File: src/rtl/sb_pkg.sv
package sb_pkg;
  localparam int unsigned REG_W  = 5;
  localparam int unsigned DATA_W = 32;

  typedef enum logic [1:0] {
    K_ADD = 2'd0,
    K_BZ  = 2'd1,
    K_LD  = 2'd2,
    K_ST  = 2'd3
  } op_kind_e;

  typedef struct packed {
    op_kind_e             kind;
    logic [REG_W-1:0]     dst;
    logic [DATA_W-1:0]    val_a;
    logic [DATA_W-1:0]    val_b;
  } slot_t;

  function automatic logic writes_reg(op_kind_e k);
    return (k == K_ADD) || (k == K_LD);
  endfunction
endpackage

File: src/rtl/sb_fifo_store.sv
module sb_fifo_store
  import sb_pkg::*;
#(
  parameter int unsigned DEPTH = 2,
  localparam int unsigned PTR_W = (DEPTH > 1) ? $clog2(DEPTH) : 1
) (
  input  logic             clk_i,
  input  logic             rst_ni,
  input  logic             push_i,
  input  logic             pop_i,
  input  logic             flush_i,
  input  slot_t            wdata_i,
  output slot_t            slot_o [DEPTH],
  output logic [DEPTH-1:0] vld_o,
  output logic [PTR_W-1:0] rd_ptr_o
);
  slot_t            slots_q [DEPTH];
  logic [DEPTH-1:0] vld_q;
  logic [PTR_W-1:0] rd_q, wr_q, wr_idx;

  function automatic logic [PTR_W-1:0] ptr_inc(logic [PTR_W-1:0] p);
    return (p == PTR_W'(DEPTH - 1)) ? '0 : p + 1'b1;
  endfunction

  assign wr_idx = flush_i ? '0 : wr_q;

  always_ff @(posedge clk_i or negedge rst_ni) begin
    if (!rst_ni) begin
      vld_q <= '0;
      rd_q  <= '0;
      wr_q  <= '0;
    end else if (flush_i) begin
      vld_q <= '0;
      rd_q  <= '0;
      wr_q  <= '0;
      if (push_i) begin
        vld_q[0] <= 1'b1;
        wr_q     <= ptr_inc('0);
      end
    end else begin
      if (pop_i) begin
        vld_q[rd_q] <= 1'b0;
        rd_q        <= ptr_inc(rd_q);
      end
      // a push into the slot just popped must win
      if (push_i) begin
        vld_q[wr_q] <= 1'b1;
        wr_q        <= ptr_inc(wr_q);
      end
    end
  end

  always_ff @(posedge clk_i) begin
    if (push_i) slots_q[wr_idx] <= wdata_i;
  end

  assign slot_o   = slots_q;
  assign vld_o    = vld_q;
  assign rd_ptr_o = rd_q;
endmodule

File: src/rtl/sb_match_port.sv
module sb_match_port
  import sb_pkg::*;
#(
  parameter int unsigned DEPTH = 2
) (
  input  slot_t            slot_i [DEPTH],
  input  logic [DEPTH-1:0] live_i,
  input  logic [REG_W-1:0] key_i,
  output logic             hit_o
);
  logic [DEPTH-1:0] match;

  for (genvar s = 0; s < DEPTH; s++) begin : g_slot
    assign match[s] = live_i[s] && writes_reg(slot_i[s].kind) &&
                      (slot_i[s].dst == key_i);
  end

  assign hit_o = |match;
endmodule

File: src/rtl/sb_fifo.sv
module sb_fifo
  import sb_pkg::*;
#(
  parameter int unsigned DEPTH     = 2,
  parameter int unsigned NUM_PORTS = 2,
  localparam int unsigned PTR_W    = (DEPTH > 1) ? $clog2(DEPTH) : 1
) (
  input  logic                       clk_i,
  input  logic                       rst_ni,
  input  logic                       enq_valid_i,
  input  logic [1:0]                 enq_kind_i,
  input  logic [4:0]                 enq_dst_i,
  input  logic [31:0]                enq_a_i,
  input  logic [31:0]                enq_b_i,
  output logic                       enq_ready_o,
  output logic                       head_valid_o,
  output logic [1:0]                 head_kind_o,
  output logic [4:0]                 head_dst_o,
  output logic [31:0]                head_a_o,
  output logic [31:0]                head_b_o,
  input  logic                       deq_i,
  input  logic                       clear_i,
  input  logic [NUM_PORTS*5-1:0]     srch_reg_i,
  output logic [NUM_PORTS-1:0]       srch_hit_o
);
  slot_t            slots [DEPTH];
  slot_t            wdata, head;
  logic [DEPTH-1:0] vld, live, pop_mask;
  logic [PTR_W-1:0] rd_ptr;
  logic             not_empty, full, deq_eff, push, pop;

  assign not_empty = |vld;
  assign full      = &vld;
  assign deq_eff   = deq_i && not_empty;
  assign pop       = deq_eff && !clear_i;
  // full implies not empty, so a raised deq_i always frees a slot
  assign enq_ready_o = clear_i || deq_i || !full;
  assign push        = enq_valid_i && enq_ready_o;

  assign wdata = '{kind: op_kind_e'(enq_kind_i), dst: enq_dst_i,
                   val_a: enq_a_i, val_b: enq_b_i};

  sb_fifo_store #(.DEPTH(DEPTH)) u_store (
    .clk_i    (clk_i),
    .rst_ni   (rst_ni),
    .push_i   (push),
    .pop_i    (pop),
    .flush_i  (clear_i),
    .wdata_i  (wdata),
    .slot_o   (slots),
    .vld_o    (vld),
    .rd_ptr_o (rd_ptr)
  );

  // lookups see the state after pop/flush, before push
  always_comb begin
    pop_mask         = '0;
    pop_mask[rd_ptr] = deq_eff;
  end
  assign live = clear_i ? '0 : (vld & ~pop_mask);

  for (genvar p = 0; p < NUM_PORTS; p++) begin : g_port
    sb_match_port #(.DEPTH(DEPTH)) u_port (
      .slot_i (slots),
      .live_i (live),
      .key_i  (srch_reg_i[p*REG_W +: REG_W]),
      .hit_o  (srch_hit_o[p])
    );
  end

  assign head         = slots[rd_ptr];
  assign head_valid_o = not_empty;
  assign head_kind_o  = head.kind;
  assign head_dst_o   = head.dst;
  assign head_a_o     = head.val_a;
  assign head_b_o     = head.val_b;
endmodule

File: config.mk
export PLATFORM = sky130hd
export DESIGN_NAME = sb_fifo
export DESIGN_NICKNAME = d
export VERILOG_FILES = /design/src/rtl/sb_pkg.sv /design/src/rtl/sb_fifo_store.sv /design/src/rtl/sb_match_port.sv /design/src/rtl/sb_fifo.sv
export SDC_FILE = /design/constraint.sdc
export NUM_CORES = 1
export LEC_CHECK = 0
export BUFFER_PORTS_ARGS = -buffer_cell sky130_fd_sc_hd__buf_2
export CAP_MARGIN = 20
export CORE_MARGIN = 2
export CORE_UTILIZATION = 30
export CTS_CLUSTER_DIAMETER = 200
export DETAILED_ROUTE_END_ITERATION = 10
export PLACE_DENSITY = 0.62
export SLEW_MARGIN = 30
export SYNTH_ARGS = -nofsm -noshare
export SYNTH_HDL_FRONTEND = slang
export SYNTH_SLANG_ARGS = --single-unit
export TNS_END_PERCENT = 50
File: constraint.sdc
create_clock -name clk_i -period 5.25 [get_ports clk_i]
set_clock_uncertainty 0.1 [all_clocks]
set_input_delay 0 -clock clk_i [delete_from_list [all_inputs] [get_ports clk_i]]
set_output_delay 0 -clock clk_i [all_outputs]
set_load 0.1 [all_outputs]
==> out/results.tsv, run 1 <==
stage	metric	value	unit
placed_design	area post-placement	6930	um2
pwr	internal power	2.36	mW
floorplan	die height	143	um
layout	design area	8290	um2
floorplan	# IOs	161	
worst_setup_path	slowest cell on the critical path	dfrtp_4	
pwr	power share of the combinational group	27.3	%
status	outcome	complete, no violations	
placed_design	PortBufs	160	
clock_network	CTS clk-pin slew, worst paths	60	ps
logic_synthesis	post-synthesis net count	364	
detailed_routing	Routed WL	12.2	mm
pwr	Pleak	3.26	nW
clock_network	clock latency on the worst-skew pair	410	ps
pwr	maximum vdd ir drop	0.204	mV
logic_synthesis	cells after synthesis	278	
worst_setup_path	CP endpoint kind	output pin	
worst_setup_path	Worst path max stage delay	990	ps
layout	Final #Nets	616	
logic_synthesis	Ys Warns	0	
worst_setup_path	CP Data Required Time	5150	ps
clock_network	TritonCTS clock tree	done	
detailed_routing	first-pass iteration count of the detailed router	5	
pwr	Psw	1.21	mW
global_route	global-route wire length before repair	18.5	mm
global_route	total track usage	12.1	%
worst_setup_path	largest driver fanout on the critical path	48	
worst_setup_path	Worst Setup Start Kind	register	
pwr	sw frac	33.9	%
sta	post-layout minimum cycle time	2750	ps
detailed_routing	Max Used Layer	met4	
clock_network	clock tree sinks	146	
layout	commonest non-fill, non-tap cell in the layout	buf_2	
logic_synthesis	synthesized area	5830	um2
sta	Final setup violation count	0	
logic_synthesis	syn avg cell area	21.0	um2
worst_setup_path	worst setup path endpoint	head_a_o[7]	
pwr	Clk pwr share	33.0	%
sta	slew margin rel.	43.1	%
floorplan	core region area	18900	um2
floorplan	Row Count	50	
worst_setup_path	crit path buf inv count	2	
clock_network	cts bufs inserted	17	
detailed_routing	met2 WL post-DR	6.35	mm
sta	Final Hold Vio Count	0	
detailed_routing	via count	3351	
sta	fin worst setup slack	2500	ps
pwr	Pwr Density	431	nW/um2
sta	RSZ-0062 raised after global routing	false	
detailed_routing	routed length on met1	5.01	mm
floorplan	Initial Util	30.8	%
detailed_routing	DR iter-0 viols	153	
placed_design	dpl ws	2810	ps
global_route	vias in the first global route	3636	
logic_synthesis	Post-synth EDFFs	142	
sta	post-route setup TNS	0	ps
detailed_routing	DR WL/cell	15.2	um
worst_setup_path	crit path kind	register to output pin	
layout	layout cells sized above 1	48.8	%
logic_synthesis	sequential area share after synthesis	74.9	%
detailed_routing	Met3 Routed Length	655	um
clock_network	root buffer cell	clkbuf_16	
logic_synthesis	Yosys cell types	21	
detailed_routing	Vias/cell	4.17	
job	total of max-cap violations	0	
worst_setup_path	critical path depth	3	
sta	Final period util	52.4	%
worst_setup_path	crit-path cells	buf_4 > mux2_4 > buf_2	
detailed_routing	# DRC	0	
sta	fmax	364	MHz
pwr	Seq pwr share	39.7	%
layout	Reg area	4370	um2
sta	WHS	211	ps
clock_network	Post-CTS Setup Repair Bufs	0	
logic_synthesis	ys async rst share	2.74	%
layout	ANT cells	0	
worst_setup_path	R2R Path End	u_store.rd_ptr_o	
clock_network	worst-case clock buffer depth	2	
sta	Least-Margin Pin Slew	853	ps
layout	P&R area growth vs syn	42.3	%
clock_network	Post-CTS Resized	0	
layout	Fillers	1709	
global_route	initial antenna violation count	0	
worst_setup_path	Top delay family on crit path	flip-flops	
layout	most frequent cells in the layout	buf_2 (160), edfxtp_1 (142), dlygate4sd3_1 (78)	
worst_setup_path	worst r2r path cells	4	
global_route	total congestion overflow	0	
hold_path	worst hold path type	input port to register	
layout	area of the multi-input gates	1370	um2
floorplan	die footprint	20600	um2
global_route	largest net degree at the start of global routing	49	
placed_design	GP Congestion	0.747	
sta	Slew Viols, Final	0	
worst_setup_path	Critical Path Start	u_store.rd_ptr_o	
detailed_routing	post-route ant nets	0	
floorplan	Die W	143	um
worst_setup_path	RR Startpoint	u_store.rd_ptr_o	
worst_setup_path	crit path DAT	2650	ps
placed_design	Final HPWL DP	8.04	mm
clock_network	htree depth	4	
layout	Final Util	43.9	%
logic_synthesis	#FFs+latches synth	146	
logic_synthesis	prevailing post-synth register cell	edfxtp_1	
worst_setup_path	r2r setup slk	2660	ps
-- through the flow --
| stage | cells | total power [mW] |
|---|---|---|
| CTS | 803 | 3.63 |
| global placement | 691 | 2.36 |
| finish | 803 | 3.58 |
| global route | 803 | 3.71 |
| detailed placement | 693 | 2.38 |
| floorplan | 278 | 2.24 |
-- metal layers --
layer,up-vias,global-route usage [%]
met1,1645,13.2
met2,107,21.5
li1,1582,-
met5,-,0
met4,0,4.49
met3,17,4.57
-- worst reg2reg max path, cell delays in order, from the launching register on --
cell           delay, ps
dfrtp_4              990
buf_4                560
xor2_1               220
nor2_1                50
dlygate4sd3_1        540
-- registers in the layout (all words and copies together), names as in the netlist --
register	cells
u_store.vld_o	2
u_store.slot_o	142
u_store.rd_ptr_o	1
u_store.wr_q	1
-- synthesized netlist by cell type, types with 4 or more instances --
library cell	count	area (um2)
mux2_4	60	901
buf_6	7	78.8
xnor2_1	13	114
edfxtp_1	142	4260
xor2_1	9	78.8
nand2_1	5	18.8
nand3_1	4	20.0
mux2_2	11	124
nor3_1	4	20.0
nor2_1	6	22.5
dfrtp_1	4	100
-- power by group through the flow --
stage	Clock [mW]	Combinational (mW)	Sequential, mW
floorplan	0	0.827	1.41
global placement	0	0.924	1.44
detailed placement	0	0.936	1.44
CTS	1.22	0.986	1.42
global route	1.27	1.01	1.43
finish	1.18	0.978	1.42
-- cells by family after synthesis --
group                  Yosys count  share of synthesized area (%)
AO/OA/AOI/OAI                    5                          0.623
XOR/XNOR                        22                           3.31
buffers and inverters           11                           1.76
flip-flops                     146                           74.9
multiplexers                    71                           17.6
AND/OR/NAND/NOR                 23                           1.83
-- worst min path at each step --
stage | startpoint | end | slack, ps | cells past startpoint
2_1_floorplan | rst_ni | u_store.rd_ptr_o | -400 | 0
3_3_place_gp | rst_ni | u_store.rd_ptr_o | -290 | 1
3_5_place_dp | rst_ni | u_store.wr_q | -290 | 1
4_1_cts | enq_a_i[29] | u_store.slot_o[132] | 180 | 2
5_1_grt | enq_kind_i[0] | u_store.slot_o[140] | 190 | 2
6_report | enq_a_i[19] | u_store.slot_o[122] | 210 | 2
-- layout make-up --
cell class	count	share of cell area [%]
Multi-Input combinational cell	121	16.6
Clock buffer	20	5.27
Inverter	1	0.0453
Sequential cell	146	52.7
Tap cell	260	3.92
Clock inverter	12	1.68
Timing Repair Buffer	243	19.8
-- timing repair --
| item | CTS | global route |
|---|---|---|
| hold endpoints to repair | 150 | 0 |
| setup endpoints to repair | 0 | 0 |
| hold buffers | 78 | 0 |
(Power assumes the default switching activity.)
==> run 2: changes to the inputs <==
clock period = 2.86 ns   (was 5.25 ns; I/O delays follow)
==> run 2 against run 1 <==
  * Combinational power up 84%
  * Wire length decreased by 4.6%
  * Via count is 0.57% higher
  * Worst hold slack improved by 2.2 ps
  * Global-route usage decreased by 0.52 points
  * Critical path depth unchanged
  * Count of clock-buffer cells in the layout shrank 2
  * Power increased by 86%
  * Setup slack got worse by 2100 ps
  * Sequential power up 82%
  * Sequential cell count did not move
  * Clock power grew 90%
  * Highest routed layer unchanged
==> out/results.tsv, run 2 (synthesis results as in run 1) <==
stage	metric	value	unit
detailed_routing	first-pass iteration count of the detailed router	4	
status	outcome	complete, no violations	
placed_design	Final HPWL DP	7.47	mm
clock_network	clock latency on the worst-skew pair	410	ps
hold_path	worst hold path type	input port to register	
layout	ANT cells	0	
layout	Final Util	44.0	%
pwr	maximum vdd ir drop	0.395	mV
layout	P&R area growth vs syn	42.7	%
sta	fmax	404	MHz
sta	Slew Viols, Final	0	
floorplan	Initial Util	30.8	%
placed_design	GP Congestion	0.786	
floorplan	core region area	18900	um2
layout	area of the multi-input gates	1380	um2
global_route	vias in the first global route	3648	
layout	most frequent cells in the layout	buf_2 (160), edfxtp_1 (142), dlygate4sd3_1 (78)	
layout	Reg area	4370	um2
detailed_routing	Vias/cell	4.20	
layout	design area	8310	um2
global_route	largest net degree at the start of global routing	40	
clock_network	worst-case clock buffer depth	2	
worst_setup_path	CP Data Required Time	2760	ps
worst_setup_path	crit path kind	register to output pin	
sta	Least-Margin Pin Slew	725	ps
layout	layout cells sized above 1	48.9	%
floorplan	die height	143	um
layout	Final #Nets	616	
placed_design	PortBufs	160	
global_route	total congestion overflow	0	
placed_design	dpl ws	799	ps
layout	max reg flops	142	
layout	Fillers	1700	
detailed_routing	# DRC	0	
clock_network	htree depth	4	
sta	slew margin rel.	51.6	%
sta	post-route setup TNS	0	ps
worst_setup_path	Worst Setup Start Kind	register	
detailed_routing	DR WL/cell	14.5	um
detailed_routing	via count	3370	
sta	post-layout minimum cycle time	2470	ps
sta	RSZ-0062 raised after global routing	false	
floorplan	Row Count	50	
global_route	total track usage	11.6	%
clock_network	CTS clk-pin slew, worst paths	60	ps
detailed_routing	Routed WL	11.7	mm
pwr	Pwr Density	798	nW/um2
clock_network	cts bufs inserted	17	
global_route	global-route wire length before repair	17.9	mm
floorplan	Die W	143	um
floorplan	die footprint	20600	um2
global_route	initial antenna violation count	0	
detailed_routing	post-route ant nets	0	
worst_setup_path	CP endpoint kind	output pin	
worst_setup_path	crit path DAT	2370	ps
sta	Final Hold Vio Count	0	
clock_network	clock tree sinks	146	
worst_setup_path	largest driver fanout on the critical path	39	
worst_setup_path	r2r setup slk	760	ps
sta	Final setup violation count	0	
pwr	Pleak	3.27	nW
job	total of max-cap violations	0	
sta	fin worst setup slack	386	ps
clock_network	root buffer cell	clkbuf_16	
clock_network	TritonCTS clock tree	done	
placed_design	area post-placement	6940	um2
layout	commonest non-fill, non-tap cell in the layout	buf_2	
clock_network	Post-CTS Setup Repair Bufs	0	
sta	Final period util	86.5	%
detailed_routing	DR iter-0 viols	93	
floorplan	# IOs	161	
==> run 2: per-stage QoR <==
step	total power, mW	std cells	hold slack [ps]
5_1_grt	6.88	802	197
2_1_floorplan	4.11	278	-396
6_report	6.64	802	213
4_1_cts	6.73	802	186
3_5_place_dp	4.37	693	-290
3_3_place_gp	4.35	693	-294
==> run 2: final timing paths <==
kind | start | endpoint | cells after the start
min in group asynchronous | rst_ni | u_store.rd_ptr_o | 3
max reg2reg | u_store.rd_ptr_o | u_store.vld_o[1] | 4
min | enq_kind_i[1] | u_store.slot_o[141] | 2
max | u_store.rd_ptr_o | head_b_o[0] | 3
min reg2reg | u_store.wr_q | u_store.vld_o[0] | 2
max in group asynchronous | rst_ni | u_store.rd_ptr_o | 3
==> run 2: final cells by class <==
cell class	count	share of cell area, %
Multi-Input combinational cell	121	16.6
Tap cell	260	3.91
Sequential cell	146	52.5
Timing Repair Buffer	243	19.8
Inverter	1	0.0451
Clock buffer	18	5.16
Clock inverter	13	2.00
==> run 2: power by group <==
group,total (mW),switching (mW),leakage (nW),internal (mW)
logic,1.80,1.33,1.60,0.468
registers,2.59,0.0829,1.38,2.51
clock network,2.24,0.800,0.292,1.44
total,6.64,2.22,3.27,4.42
==> run 2: timing repair <==
| item | 4_1_cts | 5_1_grt |
|---|---|---|
| gates resized for setup | 0 | 0 |
| endpoints found under the hold margin | 150 | 0 |
| hold buffers | 78 | 0 |
==> run 2: critical path: stages, from the launching register on <==
cell	delay, ps
dfrtp_4	890
buf_12	360
mux2_2	390
buf_2	300
==> run 2: per-layer routing <==
metal  vias to the layer above  wire, um  GRT usage, %
li1                       1584         -             -
met1                      1659      4760          12.5
met2                       114      6120          20.6
met3                        13       640          4.47
met4                         0       146          4.49
met5                         -         0             0
==> run 3: changes to the inputs <==
CTS_CLUSTER_SIZE = 14   (was default)
SYNTH_HIERARCHICAL = 1   (was default)
==> run 3 against run 2 <==
  * Critical path depth up 2
  * First-iteration DRC count grew 22%
  * Global-route usage grew 0.64 points
  * Cell area is 1.0% higher
  * Area after synthesis rose by 1.2%
  * Critical endpoint is now srch_hit_o[0]
  * Largest cell class unchanged
==> out/results.tsv, run 3 <==
stage	metric	value	unit
clock_network	CTS clk-pin slew, worst paths	60	ps
floorplan	die height	144	um
global_route	global route hottest layer	met2	
clock_network	htree depth	4	
logic_synthesis	Synth top cells by count	edfxtp_1 (142), mux2_4 (69), xnor2_1 (21), buf_6 (8)	
clock_network	Post-CTS Setup Repair Bufs	0	
hold_path	Hold Crit Start	deq_i	
logic_synthesis	#FFs+latches synth	146	
detailed_routing	post-route ant nets	0	
clock_network	cts bufs inserted	17	
pwr	Pleak	3.26	nW
global_route	largest net degree at the start of global routing	72	
pwr	Pwr Density	752	nW/um2
worst_setup_path	crit path kind	register to output pin	
logic_synthesis	area leader, netlist	edfxtp_1	
floorplan	core region area	19400	um2
sta	Least-Margin Pin Slew	595	ps
detailed_routing	DR iter-0 viols	113	
sta	RSZ-0062 raised after global routing	false	
logic_synthesis	largest cells by area after synthesis	edfxtp_1 (72%), mux2_4 (18%), xnor2_1 (3.1%)	
detailed_routing	DR WL/cell	15.2	um
logic_synthesis	post-synthesis net count	361	
global_route	M3 GR Usage	4.54	%
sta	fmax	402	MHz
worst_setup_path	CP Data Required Time	2760	ps
sta	post-route setup TNS	0	ps
global_route	total track usage	12.2	%
placed_design	Final HPWL DP	7.68	mm
global_route	initial antenna violation count	1	
detailed_routing	# DRC	0	
logic_synthesis	syn avg cell area	21.4	um2
clock_network	clock tree sinks	146	
logic_synthesis	most common cell in the netlist	edfxtp_1	
clock_network	clock latency on the worst-skew pair	410	ps
logic_synthesis	prevailing post-synth register cell	edfxtp_1	
global_route	vias in the first global route	3793	
floorplan	# IOs	161	
detailed_routing	via count	3378	
logic_synthesis	Yosys cell types	25	
pwr	Seq pwr share	40.7	%
sta	post-layout minimum cycle time	2490	ps
hold_path	Hold Path End	u_store/vld_o[1]	
sta	Final setup violation count	0	
global_route	GR Util met1	13.5	%
sta	Final period util	86.9	%
clock_network	worst-case clock buffer depth	2	
sta	Slew Viols, Final	0	
global_route	met2 Use GR	21.9	%
placed_design	area post-placement	7020	um2
sta	slew margin rel.	60.4	%
worst_setup_path	CP endpoint kind	output pin	
detailed_routing	Routed WL	12.2	mm
worst_setup_path	R2R Path End	u_store/rd_ptr_o	
logic_synthesis	synthesized area	5900	um2
floorplan	die footprint	20800	um2
global_route	total congestion overflow	0	
worst_setup_path	crit path DAT	2390	ps
logic_synthesis	sequential area share after synthesis	74.0	%
logic_synthesis	cells after synthesis	275	
hold_path	worst hold path type	input port to register	
pwr	sw frac	31.0	%
floorplan	Die W	144	um
detailed_routing	Vias/cell	4.20	
worst_setup_path	RR Startpoint	u_store/rd_ptr_o	
pwr	Total Power	6.32	mW
floorplan	Row Count	51	
placed_design	PortBufs	160	
sta	Final Hold Vio Count	0	
job	total of max-cap violations	0	
clock_network	root buffer cell	clkbuf_16	
worst_setup_path	r2r setup slk	490	ps
worst_setup_path	largest driver fanout on the critical path	30	
hold_path	Worst Hold Depth	4	
layout	P&R area growth vs syn	42.4	%
layout	layout cells sized above 1	50.4	%
layout	max reg flops	142	
layout	commonest non-fill, non-tap cell in the layout	buf_2	
logic_synthesis	ys async rst share	2.74	%
pwr	maximum vdd ir drop	0.383	mV
pwr	Psw	1.96	mW
pwr	Clk pwr share	36.5	%
logic_synthesis	Synth top area share	72.3	%
placed_design	GP Congestion	0.686	
floorplan	Initial Util	30.4	%
worst_setup_path	Worst Setup Start Kind	register	
logic_synthesis	Post-synth EDFFs	142	
worst_setup_path	worst r2r path cells	4	
global_route	global-route wire length before repair	19.0	mm
clock_network	TritonCTS clock tree	done	
layout	most frequent cells in the layout	buf_2 (160), edfxtp_1 (142), dlygate4sd3_1 (76)	
pwr	internal power	4.36	mW
status	outcome	complete, no violations	
detailed_routing	first-pass iteration count of the detailed router	4	
logic_synthesis	Ys Warns	6	
layout	Final #Nets	611	
layout	design area	8400	um2
pwr	power share of the combinational group	22.8	%
run 3: cell types whose count changed after synthesis, sizes merged, moves of 4 or more:
cell | previous run | this run
xor2 | 9 | 0
nand2 | 5 | 1
nand4 | 0 | 4
nand3 | 4 | 0
nor3 | 4 | 0
nand3b | 0 | 4
nor2 | 6 | 1
xnor2 | 13 | 21
run 3: worst max-delay path: stages (launching register included):
cell and delay [ps]:
dfrtp_4 800, nor2b_1 100, nor3b_1 320, nand3b_1 120, o22ai_1 170, buf_2 450
run 3: timing repair:
item,CTS,global route
gates resized for setup,0,0
hold buffers,76,0
hold endpoints to repair,150,0
setup endpoints to repair,0,0
run 3: power groups by stage:
stage	Combinational (mW)	Clock (mW)	Sequential (mW)
after floorplan	1.16	0	2.59
after global placement	1.36	0	2.61
after detailed placement	1.37	0	2.62
after CTS	1.45	2.37	2.58
after global routing	1.50	2.46	2.59
final	1.44	2.30	2.57
run 3: logic make-up after synthesis:
logic type | Yosys count | synth area share [%]
multiplexers | 71 | 17.9
AND/OR/NAND/NOR | 20 | 2.42
buffers and inverters | 10 | 1.65
XOR/XNOR | 21 | 3.12
AO/OA/AOI/OAI | 7 | 0.870
flip-flops | 146 | 74.0
run 3: worst max-delay path by stage:
stage | depth (start not counted) | slack (ps) | endpoint | from
after global routing | 5 | 230 | srch_hit_o[0] | u_store/rd_ptr_o
after global placement | 5 | 860 | srch_hit_o[0] | u_store/rd_ptr_o
final | 5 | 370 | srch_hit_o[0] | u_store/rd_ptr_o
after detailed placement | 5 | 790 | srch_hit_o[0] | u_store/rd_ptr_o
after floorplan | 4 | 30 | u_store/slot_o[0] | u_store/vld_o[0]
after CTS | 5 | 310 | srch_hit_o[0] | u_store/rd_ptr_o
run 3: layout make-up:
cell class,instances,area (um2)
Timing Repair Buffer,239,1620
Multi-Input combinational cell,119,1450
Fill cell,1766,11000
Clock buffer,18,429
Sequential cell,146,4370
Tap cell,265,332
Inverter,2,7.51
Clock inverter,14,188
Antenna cell,1,2.50
run 3: per-stage QoR:
| step | hold slack (ps) | cells | setup slack [ps] | util (%) |
|---|---|---|---|---|
| 3_5_place_dp | -289 | 695 | 786 | 36.2 |
| 5_1_grt | 83.0 | 803 | 229 | 43.3 |
| 2_1_floorplan | -396 | 275 | 30.2 | - |
| 6_report | 83.7 | 804 | 373 | 43.3 |
| 4_1_cts | 40.9 | 803 | 315 | 43.3 |
| 3_3_place_gp | -291 | 695 | 862 | 36.2 |
run 3: routing by layer:
| layer | wire (um) | vias to the layer above | part of all wire (%) |
|---|---|---|---|
| li1 | - | 1579 | - |
| met1 | 4910 | 1676 | 40 |
| met2 | 6460 | 107 | 53 |
| met3 | 732 | 16 | 6.0 |
| met4 | 148 | 0 | 1.2 |
| met5 | 0 | - | 0 |
